$ cat config.mk
export PLATFORM = sky130hd
export DESIGN_NAME = uart_bank_frontend
export DESIGN_NICKNAME = d
export VERILOG_FILES = /design/src/rtl/ufe_pkg.sv /design/src/rtl/ufe_decode.sv /design/src/rtl/ufe_regs.sv /design/src/rtl/ufe_rdmux.sv /design/src/rtl/uart_bank_frontend.sv
export SDC_FILE = /design/constraint.sdc
export NUM_CORES = 1
export LEC_CHECK = 0
export BUFFER_PORTS_ARGS = -buffer_cell sky130_fd_sc_hd__buf_4
export CELL_PAD_IN_SITES_DETAIL_PLACEMENT = 0
export CELL_PAD_IN_SITES_GLOBAL_PLACEMENT = 1
export CORE_ASPECT_RATIO = 0.5
export CORE_MARGIN = 2
export CORE_UTILIZATION = 40
export CTS_CLUSTER_SIZE = 14
export DETAILED_ROUTE_END_ITERATION = 6
export PLACE_DENSITY_LB_ADDON = 0.1
export SLEW_MARGIN = 20
export SYNTH_ARGS = -nofsm -noshare
export SYNTH_HDL_FRONTEND = slang
export SYNTH_SLANG_ARGS = --single-unit
$ cat constraint.sdc
create_clock -name clk -period 1.6 [get_ports clk]
set_input_delay 0.16 -clock clk [delete_from_list [all_inputs] [get_ports clk]]
set_output_delay 0.16 -clock clk [all_outputs]
set_load 0.01 [all_outputs]
$ cat src/rtl/ufe_pkg.sv
package ufe_pkg;

  typedef enum logic [2:0] {
    SEL_CORE = 3'd0,
    SEL_FEAT = 3'd1,
    SEL_XON  = 3'd2,
    SEL_XOFF = 3'd3,
    SEL_TXC  = 3'd4,
    SEL_TRG  = 3'd5,
    SEL_MODE = 3'd6
  } sel_e;

  typedef struct packed {
    sel_e sel;        // target of this access
    logic idx;        // pair index (address bit 2)
    logic snoop_lcr;  // line control copy loads on write
    logic snoop_mcr;  // modem control copy loads on write
    logic merge_mcr;  // read data merges modem control bits
  } dec_t;

  // keep the low n bits of an 8-bit value
  function automatic logic [7:0] f_keep_low(input logic [7:0] v, input int unsigned n);
    logic [7:0] m;
    m = 8'((9'd1 << n) - 9'd1);
    return v & m;
  endfunction

  // pick one byte of a pair
  function automatic logic [7:0] f_pick(input logic [1:0][7:0] pair, input logic idx);
    return idx ? pair[1] : pair[0];
  endfunction

endpackage

$ cat src/rtl/ufe_decode.sv
module ufe_decode
  import ufe_pkg::*;
#(
  parameter int          WORD_W   = 4,
  parameter logic [7:0]  LCR_KEY  = 8'hBF,
  parameter int          FEAT_BIT = 4,
  parameter int          MCR_BIT  = 6
) (
  input  logic [WORD_W-1:0] word,
  input  logic [7:0]        lcr_q,
  input  logic [7:0]        feat_q,
  input  logic [7:0]        mcr_q,
  output dec_t              dec,
  output logic              bank_key,
  output logic              txc_en
);
  localparam logic [WORD_W-1:0] W_FEAT = WORD_W'(2);
  localparam logic [WORD_W-1:0] W_LCR  = WORD_W'(3);
  localparam logic [WORD_W-1:0] W_MCR  = WORD_W'(4);
  localparam logic [WORD_W-1:0] W_XON1 = WORD_W'(5);
  localparam logic [WORD_W-1:0] W_TXC  = WORD_W'(6);
  localparam logic [WORD_W-1:0] W_TRG  = WORD_W'(7);
  localparam logic [WORD_W-1:0] W_MODE = WORD_W'(8);

  always_comb begin
    bank_key = (lcr_q == LCR_KEY);
    txc_en   = feat_q[FEAT_BIT] & mcr_q[MCR_BIT];
    dec      = '0;
    dec.sel  = SEL_CORE;
    dec.idx  = word[0];
    unique case (word)
      W_FEAT: if (bank_key) dec.sel = SEL_FEAT;
      W_LCR:  dec.snoop_lcr = 1'b1;
      W_MCR, W_XON1: begin
        if (bank_key) begin
          dec.sel = SEL_XON;
        end else if (word == W_MCR) begin
          dec.snoop_mcr = 1'b1;
          dec.merge_mcr = 1'b1;
        end
      end
      W_TXC, W_TRG: begin
        if (txc_en)        dec.sel = word[0] ? SEL_TRG : SEL_TXC;
        else if (bank_key) dec.sel = SEL_XOFF;
      end
      W_MODE: dec.sel = SEL_MODE;
      default: dec.sel = SEL_CORE;
    endcase
  end
endmodule

$ cat src/rtl/ufe_regs.sv
module ufe_regs
  import ufe_pkg::*;
#(
  parameter logic [7:0] TXC_RST  = 8'h0F,
  parameter int         MCR_KEEP = 7,
  parameter int         MODE_KEEP = 7
) (
  input  logic            clk,
  input  logic            rst_n,
  input  logic            wr_en,
  input  logic [7:0]      wdata,
  input  dec_t            dec,
  output logic [7:0]      lcr_q,
  output logic [7:0]      mcr_q,
  output logic [7:0]      feat_q,
  output logic [1:0][7:0] xon_q,
  output logic [1:0][7:0] xoff_q,
  output logic [7:0]      txc_q,
  output logic [7:0]      trg_q,
  output logic [7:0]      mode_q
);
  logic we_lcr, we_mcr, we_feat, we_xon, we_xoff, we_txc, we_trg, we_mode;

  always_comb begin
    we_lcr  = wr_en & dec.snoop_lcr;
    we_mcr  = wr_en & dec.snoop_mcr;
    we_feat = wr_en & (dec.sel == SEL_FEAT);
    we_xon  = wr_en & (dec.sel == SEL_XON);
    we_xoff = wr_en & (dec.sel == SEL_XOFF);
    we_txc  = wr_en & (dec.sel == SEL_TXC);
    we_trg  = wr_en & (dec.sel == SEL_TRG);
    we_mode = wr_en & (dec.sel == SEL_MODE);
  end

  always_ff @(posedge clk) begin
    if (!rst_n) begin
      lcr_q  <= '0;
      mcr_q  <= '0;
      feat_q <= '0;
      xon_q  <= '0;
      xoff_q <= '0;
      txc_q  <= TXC_RST;
      trg_q  <= '0;
      mode_q <= '0;
    end else begin
      if (we_lcr)  lcr_q  <= wdata;
      if (we_mcr)  mcr_q  <= f_keep_low(wdata, MCR_KEEP);
      if (we_feat) feat_q <= wdata;
      if (we_xon)  xon_q[dec.idx]  <= wdata;
      if (we_xoff) xoff_q[dec.idx] <= wdata;
      if (we_txc)  txc_q  <= wdata;
      if (we_trg)  trg_q  <= wdata;
      if (we_mode) mode_q <= f_keep_low(wdata, MODE_KEEP);
    end
  end

  AST_LCR_SNOOP: assert property (@(posedge clk) disable iff (!rst_n)
    (wr_en && dec.snoop_lcr) |=> (lcr_q == $past(wdata)));
  AST_MCR_MASK: assert property (@(posedge clk) disable iff (!rst_n)
    (wr_en && dec.snoop_mcr) |=> (mcr_q == ($past(wdata) & 8'h7F)));
  AST_MODE_MASK: assert property (@(posedge clk) disable iff (!rst_n)
    (wr_en && dec.sel == SEL_MODE) |=> (mode_q == ($past(wdata) & 8'h7F)));
  AST_TXC_HOLD: assert property (@(posedge clk) disable iff (!rst_n)
    !(wr_en && dec.sel == SEL_TXC) |=> $stable(txc_q));
  AST_XON_PAIR_HOLD: assert property (@(posedge clk) disable iff (!rst_n)
    !(wr_en && dec.sel == SEL_XON) |=> $stable(xon_q));
endmodule

$ cat src/rtl/ufe_rdmux.sv
module ufe_rdmux
  import ufe_pkg::*;
#(
  parameter logic [7:0] MERGE_MASK = 8'hE0
) (
  input  dec_t            dec,
  input  logic [7:0]      core_rdata,
  input  logic [7:0]      mcr_q,
  input  logic [7:0]      feat_q,
  input  logic [1:0][7:0] xon_q,
  input  logic [1:0][7:0] xoff_q,
  input  logic [7:0]      txc_q,
  input  logic [7:0]      trg_q,
  input  logic [7:0]      mode_q,
  output logic [7:0]      rdata
);
  logic [7:0] merge_bits;

  always_comb begin
    merge_bits = dec.merge_mcr ? (mcr_q & MERGE_MASK) : 8'h00;
    unique case (dec.sel)
      SEL_FEAT: rdata = feat_q;
      SEL_XON:  rdata = f_pick(xon_q, dec.idx);
      SEL_XOFF: rdata = f_pick(xoff_q, dec.idx);
      SEL_TXC:  rdata = txc_q;
      SEL_TRG:  rdata = trg_q;
      SEL_MODE: rdata = mode_q;
      default:  rdata = core_rdata | merge_bits;
    endcase
  end
endmodule

$ cat src/rtl/uart_bank_frontend.sv
module uart_bank_frontend
  import ufe_pkg::*;
#(
  parameter int         ADDR_W   = 6,
  parameter logic [7:0] LCR_KEY  = 8'hBF,
  parameter logic [7:0] TXC_RST  = 8'h0F
) (
  input  logic              clk,
  input  logic              rst_n,
  input  logic [ADDR_W-1:0] addr,
  input  logic              wr_en,
  input  logic              rd_en,
  input  logic [7:0]        wdata,
  output logic [7:0]        rdata,
  output logic [ADDR_W-1:0] core_addr,
  output logic              core_wr_en,
  output logic              core_rd_en,
  output logic [7:0]        core_wdata,
  input  logic [7:0]        core_rdata
);
  localparam int WORD_W = ADDR_W - 2;

  logic [WORD_W-1:0] word;
  dec_t              dec;
  logic              bank_key, txc_en, claimed;
  logic [7:0]        lcr_q, mcr_q, feat_q, txc_q, trg_q, mode_q;
  logic [1:0][7:0]   xon_q, xoff_q;

  assign word = addr[ADDR_W-1:2];

  ufe_decode #(.WORD_W(WORD_W), .LCR_KEY(LCR_KEY), .FEAT_BIT(4), .MCR_BIT(6)) u_decode (
    .word(word), .lcr_q(lcr_q), .feat_q(feat_q), .mcr_q(mcr_q),
    .dec(dec), .bank_key(bank_key), .txc_en(txc_en)
  );

  ufe_regs #(.TXC_RST(TXC_RST), .MCR_KEEP(7), .MODE_KEEP(7)) u_regs (
    .clk(clk), .rst_n(rst_n), .wr_en(wr_en), .wdata(wdata), .dec(dec),
    .lcr_q(lcr_q), .mcr_q(mcr_q), .feat_q(feat_q), .xon_q(xon_q), .xoff_q(xoff_q),
    .txc_q(txc_q), .trg_q(trg_q), .mode_q(mode_q)
  );

  ufe_rdmux #(.MERGE_MASK(8'hE0)) u_rdmux (
    .dec(dec), .core_rdata(core_rdata), .mcr_q(mcr_q), .feat_q(feat_q),
    .xon_q(xon_q), .xoff_q(xoff_q), .txc_q(txc_q), .trg_q(trg_q), .mode_q(mode_q),
    .rdata(rdata)
  );

  assign claimed    = (dec.sel != SEL_CORE);
  assign core_addr  = addr;
  assign core_wdata = wdata;
  assign core_wr_en = wr_en & ~claimed;
  assign core_rd_en = rd_en & ~claimed;

  AST_MODE_NO_CORE: assert property (@(posedge clk) disable iff (!rst_n)
    (word == WORD_W'(8)) |-> (!core_wr_en && !core_rd_en));
  AST_FEAT_NO_CORE: assert property (@(posedge clk) disable iff (!rst_n)
    (lcr_q == LCR_KEY && word == WORD_W'(2)) |-> (!core_wr_en && !core_rd_en));
  AST_LCR_ALWAYS_CORE: assert property (@(posedge clk) disable iff (!rst_n)
    (wr_en && word == WORD_W'(3)) |-> core_wr_en);
  AST_TXC_PRIORITY: assert property (@(posedge clk) disable iff (!rst_n)
    (feat_q[4] && mcr_q[6] && word == WORD_W'(6) && rd_en) |-> (rdata == txc_q && !core_rd_en));
  AST_MCR_TOP_BIT: assert property (@(posedge clk) disable iff (!rst_n)
    (lcr_q != LCR_KEY && word == WORD_W'(4)) |-> (rdata[7] == core_rdata[7]));
endmodule

# Word level (Yosys, flattened, before mapping)
# Cells that the tools add are included.
[totals] ff_bits=78 output_inout_bits=24 wordCells=61
[classes] order_cmp=2 eq_ne=14 mux=18 n_bitwise=13 n_reduce_logical=4
[op_table] op="$pmux 8 s6" count=1
[op_table] op="$bwmux 16" count=2
[op_table] op="$mux 8" count=3
[op_table] op="$eq 4x3->1 const B" count=4
[op_table] op="$pmux 3 s4" count=1
[op_table] op="$and 1x1->1" count=11
[op_table] op="$mux 2" count=5
[op_table] op="$eq 3x3->1 const B" count=3
[op_table] op="$demux 8 s1" count=1
[op_table] op="$eq 4x2->1 const B" count=2
[op_table] op="$eq 8x8->1 const B" count=1
[op_table] op="$or 8x8->8" count=1
[op_table] op="$mux 7" count=1
[op_table] op="$eq 3x2->1 const B" count=2
[op_table] op="$eq 4x4->1 const B" count=1
[op_table] op="$reduce_or 2->1" count=2
[op_table] op="$eq 3x1->1 const B" count=1
[op_table] op="$mux 1" count=3
[op_table] op="$mux 3" count=1
[op_table] op="$reduce_bool 3->1" count=1
[op_table] op="$lt 1x2->1 const B" count=1
[op_table] op="$ge 1x1->1 const B" count=1
[op_table] op="$logic_and 1x1->1" count=1
[op_table] op="$not 1->1" count=1

# Logic depth before layout (Yosys ltp)
# Gate-level depths: netlist (run 1).
[logic_depth] depth_word=7 ltp_mapped=8 mapped_depth_nobuf=5

# Hierarchy
# A second synthesis (run 1) with hierarchy kept.
[unflattened] hier_cells=446 area_unflattened_um2=4031.4
[by_module_without_submodules] mod="ufe_regs" n_inst=1 cells_each=301 area_per_inst_um2=2915.3
[by_module_without_submodules] mod="ufe_rdmux" n_inst=1 cells_each=109 area_per_inst_um2=820.8
[by_module_without_submodules] mod="ufe_decode" n_inst=1 cells_each=20 area_per_inst_um2=172.7
[by_module_without_submodules] mod="uart_bank_frontend" n_inst=1 cells_each=16 area_per_inst_um2=122.6

# Least setup slack after synthesis (run 1)
# OpenSTA, ideal clock, no wires.
[synth_timing] path_kind="register -> output" startpoint="register u_regs.lcr_q[6]" endpoint="output port rdata[7]" arrival_ns=1.577 path_slack_ns=-0.137 path_stages_with_launch=7 path_buffers=1 cell_sequence="dfxtp_1 > nand4b_1 > or2_1 > buf_6 > nor3_2 > nor3_4 > mux2_1"
[synth_via] elab_chain_len=6
[synth_lines] item="start: declaration" line_no="ufe_regs.sv:13" source="output logic [7:0] lcr_q,"
[synth_lines] item="start signal: assignment" line_no="ufe_regs.sv:46" source="if (we_lcr) lcr_q <= wdata;"
[synth_lines] item="$eq 8x8->1 (*)" line_no="ufe_decode.sv:26" source="bank_key = (lcr_q == LCR_KEY);"
[synth_lines] item="$mux 2" line_no="ufe_decode.sv:44" source="else if (bank_key) dec.sel = SEL_XOFF;"
[synth_lines] item="$mux 3" line_no="ufe_decode.sv:43" source="if (txc_en) dec.sel = word[0] ? SEL_TRG : SEL_TXC;"
[synth_lines] item="$pmux 3 s4 (*)" line_no="ufe_decode.sv:31" source="unique case (word)"
[synth_lines] item="$eq 3x3->1, or another cell as far along" line_no="ufe_rdmux.sv:21" source="unique case (dec.sel)"
[synth_lines] item="$pmux 8 s6 (*)" line_no="ufe_rdmux.sv:21"
[synth_lines] item="end: declaration" line_no="uart_bank_frontend.sv:14" source="output logic [7:0] rdata,"
# Every way passes the cells marked *; elsewhere a longest branch is shown, timed or not.

# Worst setup path in the final report (run 1)
[layout_timing] startpoint="register u_regs.lcr_q[0]" endpoint="output port rdata[3]"
# Same word-level chain as after synthesis.

==> reports/qor_table.md, run 1 <==
| Quantity | Reported |
|---|---|
| Violations in the final reports | negative setup slack |
| Main combinational cell family by area after synthesis | simple AND/OR/NAND/NOR gates |
| Maximum number of pins on one net before global-route repair | 74 |
| Endpoint required time on the critical path | 1.44 ns |
| Number of stages on the worst hold path | 3 |
| Critical Path Source Type | flop |
| Worst Slack Setup Final | -0.5953 ns |
| Endpoint of the worst-slack reg-to-reg timing path | u_regs.xoff_q[8] |
| Final setup vio count | 34 |
| Antenna diode instance count | 0 |
| Final ANT Viol Nets | 0 |
| Data arrival, critical path | 2.04 ns |
| Number of vias after detailed routing | 3136 |
| Per-cell routed wire length | 18.52 um |
| Synth top area share | 39.12% |
| Total leakage power | 1.935 nW |
| Number of flops mapped to enable cells by yosys | 0 |
| Number of distinct library cells after synthesis | 46 |
| Layout net count | 493 |
| Number of DRC markers after the initial detailed-route iteration | 262 |
| Synth Area in Adders | 0% |
| Critical path class | flop to output pin |
| Worst Skew | 0.003814 ns |
| Relative area change from synthesis to final layout | 32.52% |
| Critical-path cell with the highest stage delay | sky130_fd_sc_hd__a222oi_1 |
| Clk sink count | 73 |
| Gr ovfl total | 0 |
| Number of max-capacitance violations reported | 0 |
| CTS hold repair buffers | 0 |
| Avg Inst Size Synth | 9.340 um2 |
| Largest stage delay on the critical path | 0.34 ns |
| Later-pin clock latency in the skew report | 0.34 ns |
| Max rail drop VDD | 0.5457 mV |
| Crit. End Element | output pin |
| Fraction of final layout cells with drive strength greater than 1 | 36.44% |
| Synth Area in Compound Gates | 11.05% |
| Die X | 140.7 um |
| Synth async-reset ratio | 0% |
| Clock transition time at the flip-flop clock pins of the worst setup and hold paths | 0.06 ns |
| Xor and xnor area share after synthesis | 0% |
| Most frequent cells in the layout | sky130_fd_sc_hd__buf_4, sky130_fd_sc_hd__dfxtp_1, sky130_fd_sc_hd__mux2i_1 |
| Most common cell type on the critical path | sky130_fd_sc_hd__buf_4 |
| Worst path cell trace | nand4_1 -> buf_4 -> nor4_4 -> buf_4 -> a222oi_1 -> o21ai_1 -> mux2_2 -> buf_4 |
| Final HPWL from detailed placement | 7.870 mm |
| Timing-limited maximum frequency | 455.5 MHz |
| Multiplexer area fraction after synthesis | 19.62% |
| Worst-Margin Slew | 0.6182 ns |
| Die Span Y | 72.34 um |
| Core Region | 8889 um2 |
| Number of global-route vias before repair | 3025 |
| RePlAce Congestion | 0.9518 |
| Fraction of the core area covered by cells at the end of the flow | 55.70% |
| Final routed DRC violation total | 0 |
| Total Routing Usage GR | 22.40% |
| Buffers & Inverters on Critical Path | 3 |
| Number of synthesized register bits | 73 |
| Seq/Total Area, Yosys | 39.12% |
| Capture point of the worst path | rdata[3] |
| Netlist area before placement | 3736 um2 |
| Worst path depth | 8 |
| Relative slew slack | 58.78% |
| Num ports | 50 |
| Longest Clk Path Bufs | 2 |
| Initial core utilization | 42.03% |
| Final Cycle Share | 137.2% |
| Hold crit path type | input pin to flop |
| Floorplan row count | 24 |
| Count of cells along the worst register-to-register path | 10 |
| Area contributors post-synth | sky130_fd_sc_hd__dfxtp_1, sky130_fd_sc_hd__mux2i_1, sky130_fd_sc_hd__nor2b_1 |
| Commonest non-fill, non-tap cell in the layout | sky130_fd_sc_hd__buf_4 |
| # H-tree levels | 3 |
| Number of slew-limit violations in the final report | 0 |
| First-pass iteration count of the detailed router | 4 |
| Via density | 5.324 |
| Simple-gate share of the synthesized area | 22.67% |
| Global-route wire length before repair | 17.02 mm |
| Unrepaired setup endpoints after global routing | true |
| Number of filler instances in the final layout | 794 |
| Warnings, synthesis | 0 |
| Place WS | -0.3290 ns |
| Leading area contributor after synthesis | sky130_fd_sc_hd__dfxtp_1 |
| Launch point of the worst reg-to-reg path | u_regs.lcr_q[6] |
| Total power per unit cell area | 888.2 nW/um2 |
| Initial antenna violation count | 0 |
| CTS root buffer | sky130_fd_sc_hd__clkbuf_16 |
| Final WL | 10.91 mm |
| Number of CTS-inserted buffers | 9 |
| Status | complete, but fails checks |
| Final critical delay including setup and external delays | 2.195 ns |
| Gate family responsible for the most delay along the worst path | buffers and inverters |
| TritonCTS clock tree | built |
| Reg2Reg Setup Slack | -0.39 ns |
| Startpoint of the worst setup timing path | u_regs.lcr_q[0] |
| Area of the die | 10180 um2 |
| Hold violation total from the final report | 0 |
| Most instantiated flip-flop cell in the synthesis netlist | sky130_fd_sc_hd__dfxtp_1 |
| Mapped Nets | 426 |
| Maximum fanout count along the critical path | 5 |
| Synthesized instance count | 400 |
| Count of port buffers added during placement | 45 |
[power by group]
part	internal [mW]	total, mW	switching (mW)
Combinational	0.180	0.370	0.190
Clock	1.44	2.20	0.761
Sequential	1.82	1.82	0.00328
[area by class of cell]
type	instances	area (um2)	area share, %
Multi-Input combinational cell	280	2112	42.66
Sequential cell	73	1474	29.77
Timing Repair Buffer	102	884.6	17.87
Clock buffer	11	252.7	5.105
Tap cell	117	146.4	2.957
Clock inverter	5	77.57	1.567
Inverter	1	3.754	0.07581
[cells by family after synthesis]
| group | Yosys count |
|---|---|
| buffers and inverters | 47 |
| flip-flops | 73 |
| AO/OA/AOI/OAI | 55 |
| multiplexers | 71 |
| AND/OR/NAND/NOR | 154 |
[metrics by stage]
| stage | setup TNS [ns] | power, mW | hold WS (ns) | cell area [um2] | std cells |
|---|---|---|---|---|---|
| 2_1_floorplan | -0.8437 | 2.071 | 0.4118 | 3756 | 400 |
| 3_3_place_gp | -6.524 | 2.215 | 0.3201 | 4417 | 569 |
| 3_5_place_dp | -8.780 | 2.219 | 0.3201 | 4417 | 569 |
| 4_1_cts | -7.921 | 4.426 | 0.1423 | 4853 | 588 |
| 5_1_grt | -12.27 | 4.533 | 0.1481 | 4951 | 589 |
| 6_report | -9.140 | 4.398 | 0.1432 | 4951 | 589 |
[how the worst min path moves through the flow]
| stage | slack (ns) | start | end |
|---|---|---|---|
| global route | 0.15 | wdata[7] | u_regs.xon_q[15] |
| detailed placement | 0.32 | addr[0] | core_addr[0] |
| CTS | 0.14 | wdata[7] | u_regs.xon_q[15] |
| global placement | 0.32 | addr[0] | core_addr[0] |
| floorplan | 0.41 | addr[0] | core_addr[0] |
| finish | 0.14 | wdata[1] | u_regs.xon_q[9] |
[tightest hold or removal path: stages]
cell	delay, ns
sky130_fd_sc_hd__buf_4	0.16
sky130_fd_sc_hd__nand2_1	0.06
sky130_fd_sc_hd__a21boi_1	0.05
[timing repair]
action                                  CTS  global route
endpoints found under the setup margin   60            64
pin swaps                                 8            16
cloned                                    0             0
resized for setup                        27            38
buffers inserted                          4             2
[state kept, by name, summed over array words and instances, names as in the netlist]
signal         flops
u_regs.mcr_q       2
u_regs.xoff_q     16
u_regs.txc_q       8
u_regs.lcr_q       8
u_regs.mode_q      7
u_regs.xon_q      16
u_regs.feat_q      8
u_regs.trg_q       8
[synthesized netlist by cell type, types with 2 or more instances]
library cell                n
sky130_fd_sc_hd__a222oi_1   6
sky130_fd_sc_hd__nand3_1   19
sky130_fd_sc_hd__buf_2      6
sky130_fd_sc_hd__o21ai_0    5
sky130_fd_sc_hd__nor2b_1   39
sky130_fd_sc_hd__nand2_1   60
sky130_fd_sc_hd__nor3_4     2
sky130_fd_sc_hd__and3_1     2
sky130_fd_sc_hd__nor4b_2    2
sky130_fd_sc_hd__or4_1      2
sky130_fd_sc_hd__nor2_1     6
sky130_fd_sc_hd__buf_6      4
sky130_fd_sc_hd__mux2_1     2
sky130_fd_sc_hd__dfxtp_1   73
sky130_fd_sc_hd__a21boi_0  30
sky130_fd_sc_hd__mux2i_1   53
sky130_fd_sc_hd__buf_4     18
sky130_fd_sc_hd__and2_1     5
sky130_fd_sc_hd__mux2_2    16
sky130_fd_sc_hd__nor3_1     2
sky130_fd_sc_hd__clkbuf_1  17
sky130_fd_sc_hd__a32oi_1    3
sky130_fd_sc_hd__a21oi_1    5
[layer usage]
metal | vias up | GRT usage (%) | part of all wire [%]
met5 | - | 0 | 0
met4 | 0 | 7.778 | 1.6
met3 | 19 | 5.677 | 6.9
met2 | 93 | 32.47 | 42
met1 | 1511 | 32.37 | 50
li1 | 1513 | - | -
Note: power is estimated with default switching activity, not from simulation.
==> run 2, diff against run 1 <==
--- a/config.mk
+++ b/config.mk
@@ -10,7 +10,7 @@
 export CELL_PAD_IN_SITES_GLOBAL_PLACEMENT = 1
 export CORE_ASPECT_RATIO = 0.5
 export CORE_MARGIN = 2
-export CORE_UTILIZATION = 40
+export CORE_UTILIZATION = 44
 export CTS_CLUSTER_SIZE = 14
 export DETAILED_ROUTE_END_ITERATION = 6
 export PLACE_DENSITY_LB_ADDON = 0.1
==> constraint.sdc (replaced) <==
create_clock -name clk -period 2.28 [get_ports clk]
set_input_delay 0.228 -clock clk [delete_from_list [all_inputs] [get_ports clk]]
set_output_delay 0.228 -clock clk [all_outputs]
set_load 0.01 [all_outputs]
==> reports/qor_table.md, run 2 (same netlist as run 1, synthesis figures left out) <==
| Quantity | Reported | Delta |
|---|---|---|
| Per-cell routed wire length | 19.02 um | +2.7% |
| Worst Hold Slack | 0.2204 ns | +0.07718 ns |
| Layout net count | 464 | -5.9% |
| Global-route wire length before repair | 16.57 mm | -2.7% |
| Number of vias after detailed routing | 3068 | -2.2% |
| Maximum number of pins on one net before global-route repair | 74 | unchanged |
| Endpoint required time on the critical path | 2.05 ns | +0.61 ns |
| Number of CTS-inserted buffers | 9 | unchanged |
| Final WL | 10.55 mm | -3.3% |
| Place WS | 0.1568 ns | +0.4859 ns |
| Data arrival, critical path | 2.04 ns | about the same |
| Hold crit path type | input pin to flop |  |
| Clock transition time at the flip-flop clock pins of the worst setup and hold paths | 0.06 ns | about the same |
| Area of placed instances | 4116 um2 | -6.8% |
| Floorplan row count | 23 | -4.2% |
| # H-tree levels | 3 | unchanged |
| Commonest non-fill, non-tap cell in the layout | sky130_fd_sc_hd__dfxtp_1 |  |
| Via density | 5.528 | +3.8% |
| Antenna diode instance count | 0 | unchanged |
| Timing-limited maximum frequency | 441.4 MHz |  |
| Later-pin clock latency in the skew report | 0.34 ns | about the same |
| Initial antenna violation count | 0 | unchanged |
| Number of max-capacitance violations reported | 0 | unchanged |
| Worst-Margin Slew | 0.6115 ns | -0.006715 ns |
| Count of cells along the worst register-to-register path | 6 | -4 |
| Gr ovfl total | 0 | unchanged |
| Final critical delay including setup and external delays | 2.266 ns |  |
| Fraction of final layout cells with drive strength greater than 1 | 28.44% | -8.0 points |
| Most frequent cells in the layout | sky130_fd_sc_hd__dfxtp_1, sky130_fd_sc_hd__buf_4, sky130_fd_sc_hd__nand2_1 |  |
| Instance count after placement with tap cells included | 535 | -6.0% |
| Final routed DRC violation total | 0 | unchanged |
| Top flop regs | u_regs.xoff_q: 16 flops, u_regs.xon_q: 16 flops |  |
| Number of standard cells in the final layout excluding fillers | 555 | -5.8% |
| Number of slew-limit violations in the final report | 0 | unchanged |
| Worst Slack Setup Final | 0.01431 ns | +0.6096 ns |
| Worst path depth | 7 | -1 |
| Relative area change from synthesis to final layout | 21.33% |  |
| Total Routing Usage GR | 23.56% | +1.2 points |
| Crit. End Element | output pin |  |
| Final HPWL from detailed placement | 7.384 mm | -6.2% |
| Relative slew slack | 59.23% | +0.45 points |
| Initial core utilization | 46.04% | +4.0 points |
| Hold violation total from the final report | 0 | unchanged |
| CTS root buffer | sky130_fd_sc_hd__clkbuf_16 |  |
| Final ANT Viol Nets | 0 | unchanged |
| RePlAce Congestion | 0.8886 | -6.6% |
| Number of global-route vias before repair | 2950 | -2.5% |
| Die X | 134.3 um | -4.5% |
| Number of stages on the worst hold path | 3 | unchanged |
| Summed area of non-filler cells in the final layout | 4533 um2 | -8.4% |
| Total power per unit cell area | 645.1 nW/um2 | -27% |
| Maximum fanout count along the critical path | 5 | unchanged |
| Clk sink count | 73 | unchanged |
| Critical-path cell with the highest stage delay | sky130_fd_sc_hd__dfxtp_2 |  |
| Critical path class | flop to output pin |  |
| Die Span Y | 69.16 um | -4.4% |
| Unrepaired setup endpoints after global routing | true |  |
| Largest stage delay on the critical path | 0.32 ns | -0.02 ns |
| Final setup vio count | 0 | -100% |
| Worst Skew | 0.005238 ns | +0.001424 ns |
| Longest Clk Path Bufs | 2 | unchanged |
| Total leakage power | 1.740 nW | -10% |
| Worst path cell trace | nand4b_1 -> or2_4 -> nor3_4 -> nor3_4 -> buf_6 -> mux2_4 -> buf_6 |  |
| Num ports | 50 | unchanged |
| Buffers & Inverters on Critical Path | 2 | -1 |
| Max rail drop VDD | 0.3611 mV | -34% |
| First-pass iteration count of the detailed router | 5 | +1 |
| Critical Path Source Type | flop |  |
| Gate family responsible for the most delay along the worst path | simple AND/OR/NAND/NOR gates |  |
| Core Region | 8115 um2 | -8.7% |
| Count of port buffers added during placement | 45 | unchanged |
| Status | complete, no violations |  |
| Area of the die | 9289 um2 | -8.7% |
| Number of DRC markers after the initial detailed-route iteration | 262 | unchanged |
| TritonCTS clock tree | built |  |
| Fraction of the core area covered by cells at the end of the flow | 55.86% | +0.16 points |
| Final Cycle Share | 99.37% |  |
[run 2: cell count changes in the layout (fill, tap and decap cells not counted), moves of 3 or more]
cell | previous run | this run
sky130_fd_sc_hd__nand2_1 | 50 | 60
sky130_fd_sc_hd__a21boi_1 | 19 | 1
sky130_fd_sc_hd__and2_1 | 1 | 4
sky130_fd_sc_hd__buf_4 | 82 | 61
sky130_fd_sc_hd__and2_4 | 4 | 1
sky130_fd_sc_hd__nand2_2 | 8 | 0
sky130_fd_sc_hd__a21boi_0 | 12 | 30
sky130_fd_sc_hd__buf_6 | 15 | 11
sky130_fd_sc_hd__buf_12 | 5 | 0
[run 2: path summary, 6_finish.rpt]
path	startpoint	endpoint	slack, ns
hold reg to reg	u_regs.xon_q[15]	u_regs.xon_q[15]	0.45
setup / recovery	u_regs.lcr_q[6]	rdata[2]	0.01
setup reg to reg	u_regs.lcr_q[6]	u_regs.xon_q[12]	0.32
hold / removal	wdata[7]	u_regs.xon_q[15]	0.22
[run 2: area by class of cell]
cell class / count / area, um2
Clock buffer: 9 / 225.2
Clock inverter: 7 / 70.07
Fill cell: 745 / 3582
Inverter: 1 / 3.754
Multi-Input combinational cell: 280 / 2027
Sequential cell: 73 / 1470
Tap cell: 112 / 140.1
Timing Repair Buffer: 73 / 596.8
[run 2: tightest hold or removal path, cell delays in order]
cell	delay [ns]
sky130_fd_sc_hd__buf_4	0.16
sky130_fd_sc_hd__nand2_1	0.07
sky130_fd_sc_hd__a21boi_1	0.05
[run 2: timing repair]
item | CTS | global route
setup buffers | 2 | 2
resized for setup | 3 | 27
hold buffers | 0 | 0
pin swaps | 3 | 9
endpoints found under the setup margin | 7 | 8
[run 2: where the power goes]
part	internal, mW	switching, mW
Sequential	1.28	0.00226
Clock	0.846	0.562
Combinational	0.110	0.125
Total	2.23	0.690
[run 2: per-layer routing]
metal | routed length, um | track usage [%]
met1 | 5185 | 34.64
met4 | 120 | 5.380
met5 | 0 | 0
met2 | 4340 | 32.43
met3 | 908 | 8.683
[run 2: per-stage QoR]
stage | TNS [ns] | total power [mW]
final | 0 | 2.924
after detailed placement | 0 | 1.533
after CTS | -0.06247 | 2.937
after floorplan | 0 | 1.451
after global routing | -0.2329 | 3.018
after global placement | 0 | 1.530
